`src/rtl/seg_dec_pkg.sv`:
```
package seg_dec_pkg;
  localparam int VA_W   = 32;
  localparam int ATTR_W = 3;

  typedef enum logic [1:0] {
    MODE_KERNEL = 2'b00,
    MODE_SUPER  = 2'b01,
    MODE_USER   = 2'b10,
    MODE_DEBUG  = 2'b11
  } mode_e;

  typedef enum logic [2:0] {
    SEG_LOW  = 3'd0,
    SEG_KUNC = 3'd1,
    SEG_KCAC = 3'd2,
    SEG_SUP  = 3'd3,
    SEG_KMAP = 3'd4
  } seg_e;

  typedef struct packed {
    mode_e             mode;
    logic              err;
    logic              mapped;
    logic [VA_W-1:0]   paddr;
    logic              unc;
    logic [ATTR_W-1:0] cattr;
    logic              dbg_hit;
  } dec_out_t;
endpackage

```
`src/rtl/priv_mode_resolve.sv`:
```
module priv_mode_resolve
  import seg_dec_pkg::*;
(
  input  logic       dbg,
  input  logic [1:0] priv,
  input  logic       exl,
  input  logic       erl,
  output mode_e      mode
);
  always_comb begin
    if (dbg)                              mode = MODE_DEBUG;
    else if (exl || erl || priv == 2'b00) mode = MODE_KERNEL;
    else if (priv == 2'b01)               mode = MODE_SUPER;
    else                                  mode = MODE_USER;
  end
endmodule

```
`src/rtl/seg_classify.sv`:
```
module seg_classify
  import seg_dec_pkg::*;
#(
  parameter logic [VA_W-1:0] WIN_LO = 32'hFF20_0000,
  parameter logic [VA_W-1:0] WIN_HI = 32'hFF3F_FFFF
) (
  input  logic [VA_W-1:0] vaddr,
  input  logic            dbg,
  output seg_e            seg,
  output logic            win_hit
);
  localparam int SEL_LSB = VA_W - 3;

  always_comb begin
    unique casez (vaddr[VA_W-1:SEL_LSB])
      3'b0??:  seg = SEG_LOW;
      3'b100:  seg = SEG_KCAC;
      3'b101:  seg = SEG_KUNC;
      3'b110:  seg = SEG_SUP;
      default: seg = SEG_KMAP;
    endcase
  end

  assign win_hit = dbg && (vaddr >= WIN_LO) && (vaddr <= WIN_HI);
endmodule

```
`src/rtl/seg_access_map.sv`:
```
module seg_access_map
  import seg_dec_pkg::*;
#(
  parameter logic [ATTR_W-1:0] UNC_CODE = 3'b010
) (
  input  mode_e             mode,
  input  seg_e              seg,
  input  logic              erl,
  input  logic [VA_W-1:0]   vaddr,
  input  logic [ATTR_W-1:0] kattr,
  output logic              err,
  output logic              mapped,
  output logic [VA_W-1:0]   paddr,
  output logic              unc,
  output logic [ATTR_W-1:0] cattr
);
  localparam int OFF_W = VA_W - 3;

  logic allowed;

  always_comb begin
    unique case (mode)
      MODE_USER:  allowed = (seg == SEG_LOW);
      MODE_SUPER: allowed = (seg == SEG_LOW) || (seg == SEG_SUP);
      default:    allowed = 1'b1;
    endcase
  end

  always_comb begin
    err    = 1'b0;
    mapped = 1'b0;
    paddr  = '0;
    unc    = 1'b0;
    cattr  = '0;
    if (!allowed) begin
      err = 1'b1;
    end else begin
      unique case (seg)
        SEG_KCAC: begin
          paddr = {3'b000, vaddr[OFF_W-1:0]};
          cattr = kattr;
        end
        SEG_KUNC: begin
          paddr = {3'b000, vaddr[OFF_W-1:0]};
          unc   = 1'b1;
          cattr = UNC_CODE;
        end
        SEG_LOW: begin
          if (erl) begin
            paddr = vaddr;
            unc   = 1'b1;
            cattr = UNC_CODE;
          end else begin
            mapped = 1'b1;
          end
        end
        default: mapped = 1'b1;
      endcase
    end
  end
endmodule

```
`src/rtl/addr_seg_decode.sv`:
```
module addr_seg_decode
  import seg_dec_pkg::*;
#(
  parameter bit                REG_OUT  = 1'b1,
  parameter logic [ATTR_W-1:0] UNC_CODE = 3'b010,
  parameter logic [VA_W-1:0]   WIN_LO   = 32'hFF20_0000,
  parameter logic [VA_W-1:0]   WIN_HI   = 32'hFF3F_FFFF
) (
  input  logic              clk,
  input  logic              rst,
  input  logic              dbg_i,
  input  logic [1:0]        priv_i,
  input  logic              exl_i,
  input  logic              erl_i,
  input  logic [ATTR_W-1:0] kattr_i,
  input  logic [VA_W-1:0]   vaddr_i,
  output logic [1:0]        mode_o,
  output logic              addr_err_o,
  output logic              mapped_o,
  output logic [VA_W-1:0]   paddr_o,
  output logic              uncached_o,
  output logic [ATTR_W-1:0] cattr_o,
  output logic              dbg_hit_o
);
  mode_e    mode_c;
  seg_e     seg_c;
  dec_out_t nxt, cur;

  priv_mode_resolve u_mode (
    .dbg(dbg_i), .priv(priv_i), .exl(exl_i), .erl(erl_i), .mode(mode_c)
  );

  seg_classify #(.WIN_LO(WIN_LO), .WIN_HI(WIN_HI)) u_seg (
    .vaddr(vaddr_i), .dbg(dbg_i), .seg(seg_c), .win_hit(nxt.dbg_hit)
  );

  seg_access_map #(.UNC_CODE(UNC_CODE)) u_map (
    .mode(mode_c), .seg(seg_c), .erl(erl_i), .vaddr(vaddr_i), .kattr(kattr_i),
    .err(nxt.err), .mapped(nxt.mapped), .paddr(nxt.paddr),
    .unc(nxt.unc), .cattr(nxt.cattr)
  );

  assign nxt.mode = mode_c;

  generate
    if (REG_OUT) begin : g_reg
      always_ff @(posedge clk) begin
        if (rst) cur <= '0;
        else     cur <= nxt;
      end
    end else begin : g_comb
      assign cur = nxt;
    end
  endgenerate

  assign mode_o     = cur.mode;
  assign addr_err_o = cur.err;
  assign mapped_o   = cur.mapped;
  assign paddr_o    = cur.paddr;
  assign uncached_o = cur.unc;
  assign cattr_o    = cur.cattr;
  assign dbg_hit_o  = cur.dbg_hit;

  // error and mapped never together
  p_err_mapped_excl_r11: assert property (@(posedge clk) disable iff (rst)
    !(nxt.err && nxt.mapped));
  // user mode blocked above the low segment
  p_user_low_only_r4: assert property (@(posedge clk) disable iff (rst)
    (mode_c == MODE_USER && vaddr_i[VA_W-1]) |-> nxt.err);
  // the uncached kernel segment always reaches low physical space uncached
  p_kunc_forced_r8: assert property (@(posedge clk) disable iff (rst)
    (!nxt.err && vaddr_i[VA_W-1:VA_W-3] == 3'b101) |-> (nxt.unc && nxt.paddr[VA_W-1:VA_W-3] == 3'b000));
  // debug window hit needs debug mode
  p_win_needs_dbg_r10: assert property (@(posedge clk) disable iff (rst)
    nxt.dbg_hit |-> (mode_c == MODE_DEBUG));
  // registered outputs follow the previous cycle's decode
  p_reg_latency_r12: assert property (@(posedge clk) disable iff (rst)
    (REG_OUT && !$past(rst)) |-> (cur == $past(nxt)));
endmodule

```
`config.mk`:
```
export PLATFORM = sky130hd
export DESIGN_NAME = addr_seg_decode
export DESIGN_NICKNAME = d
export VERILOG_FILES = /design/src/rtl/seg_dec_pkg.sv /design/src/rtl/priv_mode_resolve.sv /design/src/rtl/seg_classify.sv /design/src/rtl/seg_access_map.sv /design/src/rtl/addr_seg_decode.sv
export SDC_FILE = /design/constraint.sdc
export NUM_CORES = 1
export LEC_CHECK = 0
export BUFFER_PORTS_ARGS = -buffer_cell sky130_fd_sc_hd__clkbuf_2
export CORE_ASPECT_RATIO = 1.25
export CORE_MARGIN = 2
export CORE_UTILIZATION = 44
export CTS_CLUSTER_SIZE = 28
export DETAILED_ROUTE_END_ITERATION = 7
export PLACE_DENSITY = 0.8
export SETUP_SLACK_MARGIN = 0.4
export SYNTH_ARGS = -nofsm -noshare
export SYNTH_HDL_FRONTEND = slang
export SYNTH_SLANG_ARGS = --single-unit
```
`constraint.sdc`:
```
create_clock -name clk -period 4.8 [get_ports clk]
set_input_delay 1.2 -clock clk [delete_from_list [all_inputs] [get_ports clk]]
set_output_delay 1.2 -clock clk [all_outputs]
set_load 0.05 [all_outputs]
```
==> flow_metrics.py, run 1 <==
metrics = {
    "floorplanning": {
        "fp.dieW_microns": 52.78,
        "rows": 22,
        "num_io_pins": 83,
        "die_area_sq_um": 3429,
        "dieHeight_microns": 64.98,
        "design.core.area_sq_um": 2890,
        "start_util_pct": 45.28,
    },
    "hold_path": {
        "holdCritStartpoint": "rst",
        "holdPathEnd": "addr_err_o",
        "hold_class": "in2reg",
        "min_path_cells": 2,
    },
    "synth": {
        "ys_types": 27,
        "syn_avg_cell_area_sq_um": 11.69,
        "ys_ff_latch": 41,
        "syn-num-nets": 156,
        "yosysSeqAreaShare_pct": 62.72,
        "synthCells": 112,
        "syn_area_sq_um": 1309,
        "yosysWarningCount": 0,
    },
    "cells_and_area": {
        "finish.utilization_pct": 62.81,
        "finalNetCount": 239,
        "area_growth_pct": 38.72,
        "n_antenna_cell": 0,
        "drive_gt1_share_pct": 48.47,
        "stdcell_count": 232,
        "final_common_cell": "clkbuf_2",
        "layout_common_cells": "clkbuf_2, dfxtp_1, and3_1",
        "stdcell_area_sq_um": 1815,
    },
    "timing": {
        "drv_slew": 0,
        "rsz0062_at_grt": "false",
        "setup_viol": 0,
        "fin_crit_ns": 2.570,
        "setup_ws_ns": 2.230,
        "hold-worst-slack_ns": 1.070,
        "tns_ns": 0,
        "hold_viol": 0,
        "fmax_mhz": 389.1,
        "post-route-period-util_pct": 53.54,
    },
    "place": {
        "place_area_sq_um": 1709,
        "post-place-cells": 224,
        "dp_slack_ns": 1.879,
        "dpl.hpwl_mm": 2.091,
        "numPortBuffers": 82,
        "gp_congestion": 0.7144,
    },
    "routing": {
        "finalWirelength_mm": 2.633,
        "dr.first_iter.drc_count": 19,
        "avgViaCountPerCell": 4.595,
        "drc": 0,
        "route.antenna.remaining_nets": 0,
        "drtPass1Iterations": 4,
        "wl_per_cell_microns": 11.35,
        "routed-via-count": 1066,
    },
    "global_routing": {
        "grt_max_degree": 36,
        "overflow": 0,
        "antenna_found_initial": 0,
        "grt_pass1_wl_mm": 4.119,
        "grt_usage_pct": 16.42,
        "grt_pass1_vias": 993,
    },
    "run": {
        "maxCapViolCount": 0,
    },
    "clock_tree": {
        "cts_tree": "done",
        "cts_hold_buf": 0,
        "cts_resized": 0,
        "cts_buffers": 5,
        "clock_path_buffers": 2,
        "cts_root_buf": "clkbuf_4",
        "htreeDepth": 2,
        "clkTransAtPathRegs_ns": 0.13,
        "post_cts_buffers": 0,
        "cts.sinks": 41,
    },
    "pwr": {
        "ir_drop_mv": 0.2407,
        "cellLeakagePower_nw": 1.038,
        "report.power.total_mw": 0.7524,
        "power.density_nw_per_um2": 414.4,
    },
    "worst_setup_path": {
        "crit_fanout": 35,
        "required_ns": 5.04,
        "crit_chain": "clkbuf_2 -> nor2_1 -> a31oi_1 -> ha_1 -> or2_1 -> o221a_4 -> and4b_1",
        "path_delay_family": "compound AO/OA/AOI/OAI gates",
        "crit_path_max_incr_delay_ns": 0.36,
        "arrival_ns": 2.80,
        "cp_num_buf_inv": 1,
        "crit_slowest_cell": "o221a_4",
        "worstSetupEndpointType": "flip-flop",
        "worstSetupPathType": "in2reg",
        "worst_setup_path_start_kind": "input pin",
    },
    "run_status": {
        "status": "completed",
    },
}
-- per-layer routing --
layer / global-route usage [%] / routed length (microns) / vias to the layer above
met5: 0 / 0 / -
met4: 7.692 / 14 / 0
met3: 5.991 / 239 / 2
met2: 27.81 / 1297 / 54
met1: 17.64 / 1082 / 461
li1: - / - / 549
-- final cells by class --
cell class | instances | area (sq um)
fillers | 246 | 1075
flip-flops and latches | 41 | 820.8
multi-input cells | 61 | 417.9
repair buffers | 82 | 410.4
clock inverters | 3 | 68.82
well taps | 36 | 45.04
clock buffers | 5 | 37.54
inverters | 4 | 15.01
-- worst max-delay path by stage --
stage / start / end / slack (ns) / cells past startpoint
after floorplan: erl_i / paddr_o[23] / 2.11 / 8
after global placement: erl_i / cattr_o[2] / 1.98 / 8
after detailed placement: erl_i / cattr_o[0] / 1.88 / 8
after CTS: erl_i / cattr_o[0] / 2.26 / 8
after global routing: erl_i / cattr_o[0] / 2.15 / 8
final: erl_i / cattr_o[0] / 2.23 / 7
-- logic make-up (layout without fill, tap and decap cells) --
family	count (synthesis)	in the layout	synth area share, %
AOI/OAI and AO/OA	7	7	4.589
and+or+nand+nor	51	51	25.14
DFF	41	41	62.72
adders and majority gates	2	2	1.912
other	1	1	0.2865
buffers and inverters	10	94	5.353
-- report_power, final --
group / total (mW) / leakage, nW / internal (mW) / switching (mW)
combinational: 0.120 / 0.648 / 0.0364 / 0.0839
sequential: 0.358 / 0.334 / 0.355 / 0.00353
clock: 0.274 / 0.0558 / 0.164 / 0.110
-- cells in the mapped netlist --
| master | count | area, sq um |
|---|---|---|
| inv_1 | 3 | 11.26 |
| and3_1 | 30 | 187.7 |
| nand4b_1 | 1 | 8.760 |
| ha_1 | 2 | 25.02 |
| dfxtp_1 | 41 | 820.8 |
| and2b_4 | 1 | 10.01 |
| nand2_1 | 1 | 3.750 |
| o22a_1 | 1 | 8.760 |
| buf_6 | 4 | 45.04 |
| and4b_1 | 2 | 20.02 |
| nor2b_1 | 4 | 25.02 |
| nor2_1 | 4 | 15.01 |
| nand3b_1 | 1 | 7.510 |
| a31oi_1 | 1 | 6.260 |
| o221a_4 | 1 | 20.02 |
| o21a_1 | 2 | 15.01 |
| nor2b_2 | 1 | 8.760 |
| or2_1 | 1 | 6.260 |
| a21oi_1 | 2 | 10.01 |
| nand4_1 | 1 | 6.260 |
| inv_2 | 1 | 3.750 |
| nand2b_1 | 1 | 6.260 |
| and3b_1 | 1 | 8.760 |
| nor4_1 | 1 | 6.260 |
| conb_1 | 1 | 3.750 |
| or2_4 | 1 | 8.760 |
| buf_2 | 2 | 10.01 |
-- flip-flops by register name, summed over array words and instances (netlist names) --
signal / cells
mapped_o: 1
uncached_o: 1
mode_o: 2
addr_err_o: 1
dbg_hit_o: 1
paddr_o: 32
cattr_o: 3
Note: power is estimated with default switching activity, not from simulation.
==> inputs of run 2 (changes only) <==
- ABC_AREA: unset -> 1
- CORE_UTILIZATION: 44 -> 42
- PLACE_DENSITY: 0.8 -> 0.75
- clock period: 4.8 -> 2.69 ns (I/O delays scaled with it)
==> run 2 against run 1 <==
Worst setup slack worse by 1.3 ns; synthesized cell count up 46%; largest power group unchanged; critical endpoint is now paddr_o[11]; final area up 6.6%.
==> flow_metrics.py, run 2 <==
metrics = {
    "floorplanning": {
        "die_area_sq_um": 3875,
        "design.core.area_sq_um": 3223,
        "fp.dieW_microns": 56.08,
        "rows": 23,
        "start_util_pct": 44.18,
        "num_io_pins": 83,
        "dieHeight_microns": 69.10,
    },
    "synth": {
        "synth_top_family_by_area": "simple AND/OR/NAND/NOR gates",
        "synth_ff_type": "dfxtp_1",
        "yosysSeqAreaShare_pct": 57.64,
        "async_flop_share_pct": 0,
        "synth_top_area_share_pct": 57.64,
        "synth_adder_area_share_pct": 1.757,
        "syn-num-nets": 207,
        "synthCells": 163,
        "syn_area_sq_um": 1424,
        "ys_types": 17,
        "synth_mux_area_share_pct": 0,
        "synth_compound_area_share_pct": 1.054,
        "synth_common_cells": "nand2_1, dfxtp_1, nor2_1",
        "syn_avg_cell_area_sq_um": 8.735,
        "synthSimpleGateAreaFrac_pct": 31.46,
        "synth.area.top_cells": "dfxtp_1, nand2_1, nor2_1, nor2_4, inv_1",
        "synth_most_common_cell": "nand2_1",
        "synthXorXnorAreaFrac_pct": 0,
        "synth_edf_count": 0,
        "yosysWarningCount": 0,
        "synth.largest_area_cell": "dfxtp_1",
        "ys_ff_latch": 41,
    },
    "clock_tree": {
        "cts_resized": 0,
        "cts_tree": "done",
        "cts.sinks": 41,
        "htreeDepth": 2,
        "cts_buffers": 5,
        "cts_hold_buf": 0,
        "cts_root_buf": "clkbuf_8",
        "post_cts_buffers": 0,
        "clock_path_buffers": 2,
        "clkTransAtPathRegs_ns": 0.07,
    },
    "routing": {
        "drtPass1Iterations": 4,
        "routed.top_layer": "met4",
        "avgViaCountPerCell": 4.238,
        "wl_met2_mm": 1.459,
        "wl_met3_microns": 193,
        "dr.first_iter.drc_count": 17,
        "drc": 0,
        "wl_per_cell_microns": 9.668,
        "route.antenna.remaining_nets": 0,
        "drt-met1-wl_mm": 1.084,
        "routed-via-count": 1212,
        "finalWirelength_mm": 2.765,
    },
    "cells_and_area": {
        "stdcell_area_sq_um": 1936,
        "largest_reg_flops": 32,
        "finish.utilization_pct": 60.05,
        "n_antenna_cell": 0,
        "area_growth_pct": 35.94,
        "layout_common_cells": "clkbuf_2, nand2_1, dfxtp_1",
        "drive_gt1_share_pct": 42.17,
        "finalNetCount": 292,
        "final_common_cell": "clkbuf_2",
    },
    "global_routing": {
        "overflow": 0,
        "grt_usage_pct": 14.79,
        "grt_pass1_vias": 1105,
        "grt_pass1_wl_mm": 4.422,
        "antenna_found_initial": 0,
        "grt_max_degree": 30,
    },
    "worst_setup_path": {
        "arrival_ns": 1.95,
        "worst_setup_path_start_kind": "input pin",
        "required_ns": 2.86,
        "worstSetupEndpointType": "flip-flop",
        "worstSetupPathType": "in2reg",
        "crit_fanout": 29,
    },
    "timing": {
        "rsz0062_at_grt": "false",
        "hold-worst-slack_ns": 0.5934,
        "tns_ns": 0,
        "setup_viol": 0,
        "hold_viol": 0,
        "fmax_mhz": 563.5,
        "fin_crit_ns": 1.775,
        "post-route-period-util_pct": 65.97,
        "drv_slew": 0,
    },
    "place": {
        "gp_congestion": 0.7463,
        "dpl.hpwl_mm": 2.194,
        "numPortBuffers": 82,
        "place_area_sq_um": 1853,
    },
    "pwr": {
        "power.density_nw_per_um2": 648.3,
        "ir_drop_mv": 0.3870,
        "report.power.total_mw": 1.255,
        "cellLeakagePower_nw": 1.035,
    },
    "hold_path": {
        "hold_class": "in2reg",
        "holdPathEnd": "paddr_o[14]",
        "min_path_cells": 3,
        "holdCritStartpoint": "vaddr_i[14]",
    },
    "run": {
        "maxCapViolCount": 0,
    },
    "run_status": {
        "status": "completed",
    },
}
[run 2: cell types whose count changed after synthesis, moves of 4 or more]
cell | previous run | this run
nand2_1 | 1 | 43
nor2_4 | 0 | 10
nor2_1 | 4 | 37
inv_1 | 3 | 14
and3_1 | 30 | 0
nor2b_1 | 4 | 0
[run 2: cell type report]
| class | count | area (sq um) |
|---|---|---|
| Fill cell | 311 | 1287 |
| Sequential cell | 41 | 820.8 |
| Multi-Input combinational cell | 101 | 491.7 |
| Timing Repair Buffer | 84 | 437.9 |
| Clock buffer | 6 | 72.57 |
| Inverter | 15 | 56.30 |
| Tap cell | 37 | 46.29 |
| Clock inverter | 2 | 10.01 |
[run 2: worst max-delay path by stage]
stage	endpoint	start	slack (ns)	cells past startpoint
finish	paddr_o[11]	erl_i	0.92	9
global placement	paddr_o[5]	erl_i	0.69	9
floorplan	paddr_o[19]	erl_i	0.79	9
global route	paddr_o[4]	erl_i	0.80	9
detailed placement	paddr_o[11]	erl_i	0.62	9
CTS	paddr_o[11]	erl_i	0.92	9
[run 2: report_power, final]
part	internal [mW]	total [mW]	leakage [nW]	switching (mW)
registers	0.634	0.640	0.335	0.00686
clock network	0.180	0.368	0.0450	0.189
logic	0.0681	0.246	0.656	0.178
total	0.881	1.25	1.04	0.374
[run 2: critical path, cell delays in order]
cell      delay (ns)
clkbuf_2        0.09
nor2_1          0.14
a31oi_1         0.14
ha_1            0.33
a21oi_2         0.12
nand2_2         0.08
nand2_2         0.08
buf_12          0.22
nor2_1          0.07
[run 2: per-stage QoR]
| stage | setup WS (ns) | std cells |
|---|---|---|
| final | 0.9154 | 286 |
| after global routing | 0.7977 | 286 |
| after CTS | 0.9191 | 286 |
| after detailed placement | 0.6198 | 278 |
| after global placement | 0.6861 | 278 |
| after floorplan | 0.7936 | 163 |
[run 2: per-layer routing]
layer  GRT usage, %  vias to the layer above
met2          26.93                       47
met3          4.878                        2
met1          14.34                      517
met5              0                        -
met4          7.937                        0
li1               -                      646
[run 2: kinds of logic (layout without fill, tap and decap cells)]
kind of cell               after synthesis  in the layout
AOI/OAI and AO/OA                        2              2
adders and majority gates                2              2
buffers and inverters                   21            107
DFF                                     41             41
other                                    1              1
and+or+nand+nor                         96             96
